### config.mk
export PLATFORM = sky130hd
export DESIGN_NAME = ustep_seq
export DESIGN_NICKNAME = d
export VERILOG_FILES = /design/src/rtl/ustep_pkg.sv /design/src/rtl/ustep_ctrl.sv /design/src/rtl/ustep_posacc.sv /design/src/rtl/ustep_coil.sv /design/src/rtl/ustep_seq.sv
export SDC_FILE = /design/constraint.sdc
export NUM_CORES = 1
export LEC_CHECK = 0
export ABC_AREA = 1
export BUFFER_PORTS_ARGS = -buffer_cell sky130_fd_sc_hd__buf_2
export CORE_UTILIZATION = 40
export CTS_BUF_LIST = sky130_fd_sc_hd__clkbuf_8
export DETAILED_ROUTE_END_ITERATION = 10
export GPL_TIMING_DRIVEN = 0
export PLACE_DENSITY = 0.66
export SYNTH_ARGS = -nofsm -noshare
export SYNTH_HDL_FRONTEND = slang
export SYNTH_SLANG_ARGS = --single-unit
### constraint.sdc
create_clock -name clk -period 20.3 [get_ports clk]
set_input_delay 4.06 -clock clk [delete_from_list [all_inputs] [get_ports clk]]
set_output_delay 4.06 -clock clk [all_outputs]
set_load 0.1 [all_outputs]
### src/rtl/ustep_pkg.sv
package ustep_pkg;
  localparam int PHASE_W = 3;
  localparam int THR_W   = 7;
  localparam int THR_CAP = 99;

  typedef enum logic [1:0] {
    SEQ_IDLE = 2'd0,
    SEQ_RUN  = 2'd1,
    SEQ_HOLD = 2'd2
  } seq_state_e;

  typedef struct packed {
    logic             rev;
    logic [1:0]       sub_sel;
    logic             dbl;
    logic             square;
    logic             thr_en;
    logic [THR_W-1:0] thr;
  } run_cfg_t;
endpackage

### src/rtl/ustep_ctrl.sv
module ustep_ctrl
  import ustep_pkg::*;
#(
  parameter int FINE_W = 6,
  parameter int RUN_W  = 16
) (
  input  logic             clk,
  input  logic             rst_n,
  input  logic             en_i,
  input  logic             tick_i,
  input  run_cfg_t         cfg_i,
  input  logic [RUN_W-1:0] run_len_i,
  output run_cfg_t         cfg_o,
  output logic             load_o,
  output logic             adv_o,
  output logic             busy_o,
  output logic             done_o,
  output logic             live_o
);
  localparam int BASE_SH = FINE_W - 3;
  localparam logic [FINE_W-1:0] ALL1  = '1;
  localparam logic [FINE_W-1:0] ONE_F = {{(FINE_W-1){1'b0}}, 1'b1};
  localparam logic [RUN_W-1:0]  ONE_R = {{(RUN_W-1){1'b0}}, 1'b1};

  seq_state_e       state_q, state_d;
  logic [FINE_W-1:0] micro_q, micro_d, micro_last;
  logic [RUN_W-1:0]  steps_q, steps_d, steps_inc;
  logic [RUN_W-1:0]  len_q, len_d;
  run_cfg_t          cfg_q, cfg_d;
  logic              live_q, live_d;
  logic              done_q, done_d;
  logic              load, adv;

  always_comb begin
    micro_last = ~((ALL1 << BASE_SH) << cfg_q.sub_sel);
    steps_inc  = steps_q + ONE_R;
    state_d    = state_q;
    micro_d    = micro_q;
    steps_d    = steps_q;
    len_d      = len_q;
    cfg_d      = cfg_q;
    live_d     = live_q;
    done_d     = 1'b0;
    load       = 1'b0;
    adv        = 1'b0;
    case (state_q)
      SEQ_IDLE: begin
        if (en_i) begin
          state_d = SEQ_RUN;
          load    = 1'b1;
          micro_d = '0;
          steps_d = '0;
          cfg_d   = cfg_i;
          len_d   = run_len_i;
          live_d  = 1'b1;
        end
      end
      SEQ_RUN: begin
        if (!en_i) begin
          state_d = SEQ_IDLE;
        end else if (tick_i) begin
          adv = 1'b1;
          if (micro_q == micro_last) begin
            micro_d = '0;
            steps_d = steps_inc;
            if ((len_q != '0) && (steps_inc == len_q)) begin
              state_d = SEQ_HOLD;
              done_d  = 1'b1;
            end
          end else begin
            micro_d = micro_q + ONE_F;
          end
        end
      end
      SEQ_HOLD: begin
        if (!en_i) state_d = SEQ_IDLE;
      end
      default: state_d = SEQ_IDLE;
    endcase
  end

  always_ff @(posedge clk or negedge rst_n) begin
    if (!rst_n) begin
      state_q <= SEQ_IDLE;
      micro_q <= '0;
      steps_q <= '0;
      len_q   <= '0;
      cfg_q   <= '0;
      live_q  <= 1'b0;
      done_q  <= 1'b0;
    end else begin
      state_q <= state_d;
      micro_q <= micro_d;
      steps_q <= steps_d;
      len_q   <= len_d;
      cfg_q   <= cfg_d;
      live_q  <= live_d;
      done_q  <= done_d;
    end
  end

  assign cfg_o  = cfg_q;
  assign load_o = load;
  assign adv_o  = adv;
  assign busy_o = (state_q == SEQ_RUN);
  assign done_o = done_q;
  assign live_o = live_q;
endmodule

### src/rtl/ustep_posacc.sv
module ustep_posacc
  import ustep_pkg::*;
#(
  parameter int FINE_W = 6,
  localparam int POS_W = PHASE_W + FINE_W
) (
  input  logic               clk,
  input  logic               rst_n,
  input  logic               load_i,
  input  logic               adv_i,
  input  logic [PHASE_W-1:0] start_ph_i,
  input  logic               rev_i,
  input  logic [1:0]         sub_sel_i,
  input  logic               dbl_i,
  output logic [POS_W-1:0]   pos_o
);
  localparam int UNIT_SH = FINE_W - 3;
  localparam logic [POS_W-1:0] ONE_P = {{(POS_W-1){1'b0}}, 1'b1};

  logic [POS_W-1:0] pos_q, pos_d, unit, stride;

  always_comb begin
    unit   = (ONE_P << UNIT_SH) >> sub_sel_i;
    stride = dbl_i ? (unit << 1) : unit;
    if (load_i)
      pos_d = {start_ph_i, {FINE_W{1'b0}}};
    else if (rev_i)
      pos_d = pos_q - stride;
    else
      pos_d = pos_q + stride;
  end

  always_ff @(posedge clk or negedge rst_n) begin
    if (!rst_n)
      pos_q <= '0;
    else if (load_i || adv_i)
      pos_q <= pos_d;
  end

  assign pos_o = pos_q;
endmodule

### src/rtl/ustep_coil.sv
module ustep_coil
  import ustep_pkg::*;
#(
  parameter int          POS_W  = 9,
  parameter int          DUTY_W = 8,
  parameter int unsigned OFFSET = 0
) (
  input  logic [POS_W-1:0]  pos_i,
  input  logic              live_i,
  input  logic              square_i,
  input  logic              thr_en_i,
  input  logic [THR_W-1:0]  thr_i,
  output logic [DUTY_W-1:0] drv_p_o,
  output logic [DUTY_W-1:0] drv_n_o
);
  localparam int Q_W    = POS_W - 2;
  localparam int PROD_W = DUTY_W + 2 * Q_W + 2;
  localparam logic [POS_W-1:0]  OFS       = POS_W'(OFFSET);
  localparam logic [Q_W+1:0]    QUART     = (Q_W + 2)'(1) << Q_W;
  localparam logic [Q_W+1:0]    HALF_SPAN = (Q_W + 2)'(1) << (Q_W + 1);
  localparam logic [DUTY_W-1:0] DMAX      = '1;
  localparam logic [THR_W-1:0]  CAP       = THR_W'(THR_CAP);

  logic [POS_W-1:0]   v;
  logic [1:0]         quad;
  logic [Q_W-1:0]     rem;
  logic [PHASE_W-1:0] ph;
  logic [Q_W+1:0]     k;
  logic [PROD_W-1:0]  prod;
  logic [DUTY_W-1:0]  mag;
  logic [THR_W-1:0]   thr_eff;
  logic               sq_p, sq_n;

  always_comb begin
    v       = pos_i + OFS;
    quad    = v[POS_W-1 -: 2];
    rem     = v[Q_W-1:0];
    ph      = v[POS_W-1 -: PHASE_W];
    k       = quad[0] ? (QUART - {2'b00, rem}) : {2'b00, rem};
    prod    = PROD_W'(DMAX) * PROD_W'(k) * PROD_W'(HALF_SPAN - k);
    mag     = prod[2*Q_W +: DUTY_W];
    thr_eff = (thr_i > CAP) ? CAP : thr_i;
    if (thr_en_i && (mag < DUTY_W'(thr_eff))) mag = '0;
    sq_p = (ph == PHASE_W'(1)) || (ph == PHASE_W'(2)) || (ph == PHASE_W'(3));
    sq_n = (ph == PHASE_W'(5)) || (ph == PHASE_W'(6)) || (ph == PHASE_W'(7));
    if (!live_i) begin
      drv_p_o = '0;
      drv_n_o = '0;
    end else if (square_i) begin
      drv_p_o = sq_p ? DMAX : '0;
      drv_n_o = sq_n ? DMAX : '0;
    end else begin
      drv_p_o = quad[1] ? '0 : mag;
      drv_n_o = quad[1] ? mag : '0;
    end
  end
endmodule

### src/rtl/ustep_seq.sv
module ustep_seq
  import ustep_pkg::*;
#(
  parameter int DUTY_W = 8,
  parameter int RUN_W  = 16,
  parameter int FINE_W = 6
) (
  input  logic               clk,
  input  logic               rst_n,
  input  logic               en_i,
  input  logic               tick_i,
  input  logic [PHASE_W-1:0] start_phase_i,
  input  logic               rev_i,
  input  logic [1:0]         sub_sel_i,
  input  logic               dbl_i,
  input  logic               square_i,
  input  logic               thr_en_i,
  input  logic [THR_W-1:0]   thr_i,
  input  logic [RUN_W-1:0]   run_len_i,
  output logic [DUTY_W-1:0]  coil_ap_o,
  output logic [DUTY_W-1:0]  coil_an_o,
  output logic [DUTY_W-1:0]  coil_bp_o,
  output logic [DUTY_W-1:0]  coil_bn_o,
  output logic [PHASE_W-1:0] phase_o,
  output logic               busy_o,
  output logic               done_o
);
  localparam int POS_W = PHASE_W + FINE_W;
  localparam int unsigned QUART = 1 << (POS_W - 2);
  localparam int N_COIL = 2;

  logic [1:0]        rst_sync;
  logic              rst_n_s;
  run_cfg_t          cfg_in, cfg_q;
  logic              load, adv, live;
  logic [POS_W-1:0]  pos;
  logic [DUTY_W-1:0] drv_p [N_COIL];
  logic [DUTY_W-1:0] drv_n [N_COIL];

  always_ff @(posedge clk or negedge rst_n) begin
    if (!rst_n) rst_sync <= 2'b00;
    else        rst_sync <= {rst_sync[0], 1'b1};
  end
  assign rst_n_s = rst_sync[1];

  always_comb begin
    cfg_in.rev     = rev_i;
    cfg_in.sub_sel = sub_sel_i;
    cfg_in.dbl     = dbl_i;
    cfg_in.square  = square_i;
    cfg_in.thr_en  = thr_en_i;
    cfg_in.thr     = thr_i;
  end

  ustep_ctrl #(.FINE_W(FINE_W), .RUN_W(RUN_W)) u_ctrl (
    .clk(clk), .rst_n(rst_n_s), .en_i(en_i), .tick_i(tick_i),
    .cfg_i(cfg_in), .run_len_i(run_len_i), .cfg_o(cfg_q),
    .load_o(load), .adv_o(adv), .busy_o(busy_o), .done_o(done_o),
    .live_o(live)
  );

  ustep_posacc #(.FINE_W(FINE_W)) u_pos (
    .clk(clk), .rst_n(rst_n_s), .load_i(load), .adv_i(adv),
    .start_ph_i(start_phase_i), .rev_i(cfg_q.rev),
    .sub_sel_i(cfg_q.sub_sel), .dbl_i(cfg_q.dbl), .pos_o(pos)
  );

  // index 0 = coil A (leads by two phases), index 1 = coil B
  for (genvar gi = 0; gi < N_COIL; gi++) begin : g_coil
    ustep_coil #(
      .POS_W(POS_W), .DUTY_W(DUTY_W),
      .OFFSET((gi == 0) ? QUART : 0)
    ) u_coil (
      .pos_i(pos), .live_i(live), .square_i(cfg_q.square),
      .thr_en_i(cfg_q.thr_en), .thr_i(cfg_q.thr),
      .drv_p_o(drv_p[gi]), .drv_n_o(drv_n[gi])
    );
  end

  assign coil_ap_o = drv_p[0];
  assign coil_an_o = drv_n[0];
  assign coil_bp_o = drv_p[1];
  assign coil_bn_o = drv_n[1];
  assign phase_o   = pos[POS_W-1 -: PHASE_W];
endmodule

==> impl_metrics.json, run 1 <==
{
  "max_freq_ghz": 0.0518,
  "syn_area_per_cell_um2": 7.51,
  "syn-instance-count": 2367,
  "synth_area_leaders": "fa_1, ha_1, inv_1, nand2_1, dfrtp_1",
  "critPathLaunchType": "flip-flop",
  "final.period_utilization": 0.951,
  "async_reset_ff_frac": 1.00,
  "fp.dieH_um": 213,
  "drtAntennaViolNets": 0,
  "cap_violations": 0,
  "grt_pass1_vias": 15543,
  "instances_no_fill": 3040,
  "mappedNetlistArea_mm2": 0.0178,
  "grt_max_degree": 65,
  "first_pass_iters": 6,
  "ctsResizeCount": 0,
  "ys_seq_area_frac": 0.0929,
  "r2r_cells": 21,
  "nNetsFinal": 2994,
  "cp-startpoint": "u_pos.pos_o[0]",
  "post-dp-hpwl_mm": 39.4,
  "synth_warnings": 0,
  "crit_arrival_ns": 15.25,
  "synth_flop_cell": "dfrtp_1",
  "synth_fp_nets": 2911,
  "critPathKind": "flip-flop to output port",
  "synth_top_cell_area_share": 0.267,
  "skew_ns": 0.0114,
  "die_width_um": 213,
  "required_ns": 16.24,
  "dp.cells": 3024,
  "slew_headroom": 0.252,
  "antenna_found_initial": 0,
  "hold_start": "rst_sync[0]",
  "endpoint_kind": "output port",
  "cp_slowest_cell": "dfrtp_1",
  "drive_gt1_frac": 0.0599,
  "viasPerCell": 4.96,
  "worst_slew_pin_slew_ns": 1.12,
  "drtIter0Drc": 852,
  "setup_violations": 0,
  "path_clk_slew_ns": 0.08,
  "r2r-start": "u_pos.pos_o[0]",
  "hp-class": "flip-flop to flip-flop",
  "clk-insertion-delay-late_ns": 0.35,
  "routabilityCongestion": 0.903,
  "cts_root_buf": "clkbuf_8",
  "grt_use_total": 0.213,
  "dieArea_mm2": 0.0453,
  "max_stage_delay_ns": 0.59,
  "wl_per_cell_um": 15.0,
  "insertedDiodeCount": 0,
  "htreeDepth": 3,
  "grt_pass1_wl_mm": 77.1,
  "rows": 76,
  "post-synth-top-area-cell": "fa_1",
  "ys_ff_latch": 66,
  "utilization": 0.439,
  "min_to": "rst_sync[1]",
  "drt_wl_total_mm": 45.6,
  "status": "finished, final reports clean",
  "port_buffers": 72,
  "clockBufferDepth": 2,
  "fin_crit_ns": 19.31,
  "cts.hold.buffers_added": 0,
  "start_util": 0.409,
  "synthMostInstantiatedCell": "inv_1",
  "grt-ovfl-total": 0,
  "ys_types": 47,
  "critPathMostFrequentCell": "nand2_1",
  "numCtsBuffers": 9,
  "cts_tree": "done",
  "synth_edf_count": 0,
  "vias": 15088,
  "timing.rr.end": "u_pos.pos_o[8]",
  "rsz0062_at_grt": "no",
  "final_hold_viol_count": 0,
  "clock_sinks": 66,
  "slew_violations": 0,
  "postCtsSetupBuffers": 0,
  "area_growth_pct": 7.29,
  "synthTopCellsByCount": "inv_1, nand2_1, ha_1, fa_1, nor2_1",
  "cp_max_fo": 11,
  "setup_tns_ns": 0,
  "io_pins": 73,
  "reg2reg_slack_ns": 16.16,
  "whs_path_depth": 0,
  "route.detailed.drc": 0,
  "coreArea_mm2": 0.0435
}
sequential cells by signal, summed over array words and instances (netlist names):
register,count
rst_sync,2
u_ctrl.cfg_o,13
u_ctrl.done_o,1
u_ctrl.len_q,16
u_ctrl.live_o,1
u_ctrl.micro_q,6
u_ctrl.state_q,2
u_ctrl.steps_q,16
u_pos.pos_o,9
metal layers:
metal / share of wire / vias up / GRT usage
met2: 0.47 / 426 / 0.360
met5: 0 / - / 0
met4: 0.026 / 0 / 0.0590
met3: 0.060 / 66 / 0.0262
li1: - / 7405 / -
met1: 0.44 / 7191 / 0.286
through the flow:
stage	instance area (µm²)	setup WS (ns)	hold WS [ns]
floorplan	17800	3.29	0.331
global placement	18900	0.991	0.341
detailed placement	18900	0.777	0.337
CTS	19100	0.345	0.366
global route	19100	0.0819	0.367
finish	19100	0.993	0.366
how the worst max path moves through the flow:
stage	end	slack [ns]	depth (start not counted)
finish	coil_an_o[2]	0.99	58
global route	coil_an_o[1]	0.08	65
CTS	coil_an_o[2]	0.35	54
detailed placement	coil_an_o[2]	0.78	54
global placement	coil_ap_o[6]	0.99	58
floorplan	coil_ap_o[4]	3.29	57
area by class of cell:
class                   instances  area (µm²)
flip-flops and latches         66        1660
clock inverters                 7        62.6
repair buffers                 72         360
well taps                     585         732
clock buffers                   9         124
inverters                     595        2240
plain buffers                  36         181
multi-input cells            1670       13700
fillers                      4394       24400
worst max-delay path, delay by kind of cell, from the launching register on:
family          cells  cell delay [ns]
flops               1             0.59
simple gates       15             1.45
buf+inv            15             3.08
fa+ha+maj          15             6.79
xor+xnor            2             0.59
compound gates     11             2.36
cell families (layout without fill, tap and decap cells):
logic type	Yosys count	count (layout)	synth area share
buffers and inverters	631	719	0.136
other	1	1	0.000211
adders and majority gates	508	508	0.457
AOI/OAI and AO/OA	222	222	0.0692
xor gates and xnor gates	79	79	0.0393
and+or+nand+nor	860	860	0.205
DFF	66	66	0.0929
cells in the final DEF, fill, tap and decap left out, types with 5 or more instances in the layout:
master    instances
inv_1           583
nand2_1         447
ha_1            271
fa_1            237
nor2_1          229
nand3_1          98
a21oi_1          95
buf_2            74
o21ai_0          72
dfrtp_1          65
xor2_1           61
nand4_1          24
clkbuf_1         22
o22ai_1          18
xnor2_1          16
nor3_1           14
clkinv_1         10
nand3_2           9
o21bai_1          9
nand2_2           9
clkbuf_8          9
nor2_4            6
nand3b_1          6
buf_4             5
a21o_1            5
Power of run 1 is left out: the tool's default activity adds up to more than one toggle a clock period on the data nets, which glitch-free logic cannot reach.
==> inputs of run 2 (changes only) <==
Settings changed: CTS_BUF_LIST sky130_fd_sc_hd__clkbuf_8 to sky130_fd_sc_hd__clkbuf_4.
==> run 2 against run 1 <==
Compared with the run above:
- utilization shrank 0.095 points
- die area is the same
- hold slack gained 0.0096 ns
- non-clock buffer count is the same
- wire length is essentially flat
- highest routed layer unchanged
==> impl_metrics.json, run 2 (synthesis results as in run 1) <==
{
  "endpoint_kind": "output port",
  "start_util": 0.409,
  "critPathKind": "flip-flop to output port",
  "layout_common_cells": "inv_1, nand2_1, ha_1",
  "vias": 15046,
  "post-dp-hpwl_mm": 39.4,
  "insertedDiodeCount": 0,
  "fp.dieH_um": 213,
  "cp_slowest_cell": "clkbuf_1",
  "crit_arrival_ns": 15.21,
  "rows": 76,
  "cap_violations": 0,
  "drt_wl_total_mm": 45.6,
  "nNetsFinal": 2994,
  "drtIter0Drc": 851,
  "reg2reg_slack_ns": 16.12,
  "r2r_cells": 21,
  "viasPerCell": 4.95,
  "slew_headroom": 0.253,
  "port_buffers": 72,
  "clock_sinks": 66,
  "hold_start": "rst_sync[0]",
  "clockBufferDepth": 2,
  "max_stage_delay_ns": 0.66,
  "slew_violations": 0,
  "io_pins": 73,
  "skew_ns": 0.0210,
  "drtAntennaViolNets": 0,
  "coreArea_mm2": 0.0435,
  "final.period_utilization": 0.949,
  "whs_path_depth": 0,
  "wl_per_cell_um": 15.0,
  "cts_root_buf": "clkbuf_4",
  "critPathLaunchType": "flip-flop",
  "grt_max_degree": 65,
  "r2r-start": "u_pos.pos_o[0]",
  "status": "finished, final reports clean",
  "first_pass_iters": 7,
  "critPathMostFrequentCell": "inv_1",
  "routabilityCongestion": 0.903,
  "antenna_found_initial": 0,
  "setup_violations": 0,
  "cp_max_fo": 11,
  "htreeDepth": 3,
  "setup_tns_ns": 0,
  "path_clk_slew_ns": 0.12,
  "numCtsBuffers": 9,
  "timing.rr.end": "u_pos.pos_o[8]",
  "required_ns": 16.24,
  "clk-insertion-delay-late_ns": 0.44,
  "dieArea_mm2": 0.0453,
  "grt_pass1_vias": 15534,
  "ctsResizeCount": 0,
  "grt_pass1_wl_mm": 77.1,
  "max_freq_ghz": 0.0519,
  "worst_slew_pin_slew_ns": 1.12,
  "postCtsSetupBuffers": 0,
  "final_hold_viol_count": 0,
  "rsz0062_at_grt": "no",
  "cts.hold.buffers_added": 0,
  "hp-class": "flip-flop to flip-flop",
  "min_to": "rst_sync[1]",
  "route.detailed.drc": 0,
  "die_width_um": 213,
  "drive_gt1_frac": 0.0615,
  "grt-ovfl-total": 0,
  "grt_use_total": 0.213,
  "area_growth_pct": 7.06,
  "layout_commonest_cell": "inv_1",
  "cts_tree": "done",
  "fin_crit_ns": 19.27
}
==> run 2: changes by cell type in the layout (fill, tap and decap cells not counted), sizes merged <==
cell / change
inv: -3
clkbuf: +3
==> run 2: area by class of cell <==
type,instances,area [µm²]
buffer,36,181
clock buffer,12,90.1
clock inverter,4,51.3
fill,4400,24400
inverter,595,2240
multi-input combinational,1670,13700
sequential,66,1660
tap,585,732
timing repair buffer,72,360
==> run 2: critical path, delay by kind of cell, from the launching register on <==
family,cells,cell delay (ns)
XOR/XNOR,2,1.28
AO/OA/AOI/OAI,13,2.23
buffers and inverters,20,3.69
AND/OR/NAND/NOR,9,0.89
flip-flops,1,0.61
adder cells (fa/ha/maj),15,6.05
==> run 2: how the worst max path moves through the flow <==
stage	startpoint	to	slack, ns	depth (start not counted)
2_1_floorplan	u_pos.pos_o[0]	coil_ap_o[4]	3.29	57
3_3_place_gp	u_pos.pos_o[0]	coil_ap_o[6]	0.99	58
3_5_place_dp	u_pos.pos_o[0]	coil_an_o[2]	0.78	54
4_1_cts	u_pos.pos_o[0]	coil_an_o[2]	0.24	54
5_1_grt	u_pos.pos_o[0]	coil_bn_o[4]	0.05	64
6_report	u_pos.pos_o[0]	coil_bn_o[4]	1.03	59
==> run 2: layer usage <==
metal	global-route usage	vias up	wire, µm
met5	0	-	0
met4	0.0573	0	1230
met3	0.0263	75	2870
met2	0.360	439	21400
met1	0.286	7129	20100
li1	-	7403	-
==> run 2: per-stage QoR <==
| step | std cells | worst slack (ns) | util | hold WS [ns] | cell area, µm² |
|---|---|---|---|---|---|
| 4_1_cts | 3040 | 0.241 | 0.438 | 0.376 | 19000 |
| 2_1_floorplan | 2367 | 3.29 | - | 0.331 | 17800 |
| 3_3_place_gp | 3024 | 0.991 | 0.434 | 0.341 | 18900 |
| 6_report | 3040 | 1.03 | 0.438 | 0.375 | 19000 |
| 3_5_place_dp | 3024 | 0.777 | 0.435 | 0.337 | 18900 |
| 5_1_grt | 3040 | 0.0531 | 0.438 | 0.377 | 19000 |
Power of run 2 is left out for the same reason.
==> inputs of run 3 (changes only) <==
Settings changed: CORE_ASPECT_RATIO set to 0.75, PLACE_DENSITY 0.66 to not set.
==> run 3 against run 2 <==
Compared with the run above:
- fmax shrank 0.44%
- global-route usage rose by 0.31 points
- sequential share of layout area is essentially flat
- count of clock-buffer cells in the layout fell by 3
- first-iteration DRC count up 22%
- non-clock buffer count unchanged
- flip-flop and latch count unchanged
- register-to-register slack lost 0.03 ns
- via count up 0.78%
- hold slack about the same
- die area barely moved
- critical path type unchanged
- largest cell class unchanged
- highest routed layer unchanged
==> impl_metrics.json, run 3 (synthesis results as in run 1) <==
{
  "status": "finished, final reports clean",
  "timing.rr.end": "u_pos.pos_o[8]",
  "post-dp-hpwl_mm": 41.3,
  "cts_tree": "done",
  "max_stage_delay_ns": 0.62,
  "area_growth_pct": 6.76,
  "grt-ovfl-total": 0,
  "nNetsFinal": 2994,
  "crit_arrival_ns": 15.30,
  "min_to": "rst_sync[1]",
  "vias": 15163,
  "path_clk_slew_ns": 0.13,
  "reg2reg_slack_ns": 16.09,
  "viasPerCell": 5.00,
  "dieArea_mm2": 0.0453,
  "slew_violations": 0,
  "whs_path_depth": 0,
  "place_ws_ns": 1.22,
  "cp_max_fo": 11,
  "fin_crit_ns": 19.36,
  "final_hold_viol_count": 0,
  "route.detailed.drc": 0,
  "clock_sinks": 66,
  "io_pins": 73,
  "start_util": 0.408,
  "final.period_utilization": 0.954,
  "drive_gt1_frac": 0.0595,
  "rows": 66,
  "critPathKind": "flip-flop to output port",
  "rsz0062_at_grt": "no",
  "layout_commonest_cell": "inv_1",
  "critPathLaunchType": "flip-flop",
  "clk-insertion-delay-late_ns": 0.44,
  "grt_pass1_vias": 14866,
  "drtIter0Drc": 1036,
  "worst_slew_pin_slew_ns": 1.11,
  "setup_violations": 0,
  "coreArea_mm2": 0.0436,
  "worst_slack_ns": 0.941,
  "max_freq_ghz": 0.0517,
  "required_ns": 16.24,
  "die_width_um": 245,
  "grt_use_total": 0.216,
  "skew_ns": 0.0190,
  "r2r-start": "u_pos.pos_o[0]",
  "numCtsBuffers": 9,
  "routabilityCongestion": 0.908,
  "cap_violations": 0,
  "endpoint_kind": "output port",
  "drt_wl_total_mm": 47.6,
  "cts_root_buf": "clkbuf_4",
  "cts.hold.buffers_added": 0,
  "first_pass_iters": 5,
  "critPathMostFrequentCell": "inv_1",
  "r2r_cells": 21,
  "wl_per_cell_um": 15.7,
  "setup_tns_ns": 0,
  "clockBufferDepth": 2,
  "crit_family": "adder cells",
  "grt_max_degree": 65,
  "antenna_found_initial": 0,
  "cp_slowest_cell": "dfrtp_1",
  "drtAntennaViolNets": 0,
  "grt_pass1_wl_mm": 77.9,
  "hold_start": "rst_sync[0]",
  "path_buf_inv": 17,
  "instances_no_fill": 3034,
  "dp.cells": 3017,
  "htreeDepth": 3,
  "hp-class": "flip-flop to flip-flop",
  "fp.dieH_um": 185,
  "port_buffers": 72,
  "slew_headroom": 0.259,
  "layout_common_cells": "inv_1, nand2_1, ha_1",
  "fill_cells": 4552
}
-- run 3: how the worst max path moves through the flow --
stage | startpoint | endpoint | slack, ns | cells past startpoint
after detailed placement | u_pos.pos_o[0] | coil_ap_o[4] | 1.22 | 58
final | u_pos.pos_o[0] | coil_an_o[5] | 0.94 | 58
after CTS | u_pos.pos_o[0] | coil_ap_o[4] | 0.68 | 58
after floorplan | u_pos.pos_o[0] | coil_ap_o[4] | 3.29 | 57
after global routing | u_pos.pos_o[0] | coil_an_o[3] | 0.009 | 60
after global placement | u_pos.pos_o[0] | coil_ap_o[5] | 1.35 | 54
-- run 3: metal layers --
metal	part of all wire	track usage
met4	0.0080	0.0211
met5	0	0
met2	0.43	0.328
met1	0.51	0.332
met3	0.056	0.0304
-- run 3: final cells by class --
class,count,area (µm²),share of cell area
tap,578,723,0.0381
inverter,595,2230,0.118
multi-input combinational,1670,13700,0.723
clock buffer,9,67.6,0.00356
antenna,1,2.50,0.000132
timing repair buffer,72,360,0.0190
clock inverter,7,43.8,0.00231
sequential,66,1660,0.0872
buffer,36,180,0.00949
-- run 3: per-stage QoR --
step / hold slack, ns / instance area, µm² / util
floorplan: 0.331 / 17800 / -
global placement: 0.339 / 18900 / 0.433
detailed placement: 0.349 / 18900 / 0.433
CTS: 0.379 / 19000 / 0.435
global route: 0.380 / 19000 / 0.435
finish: 0.376 / 19000 / 0.436
-- run 3: what timing repair did --
item | 4_1_cts | 5_1_grt
setup endpoints to repair | 0 | 14
gates resized for setup | 0 | 3
buffers inserted | 0 | 0
endpoints found under the hold margin | 0 | 0
Power of run 3 is left out for the same reason.
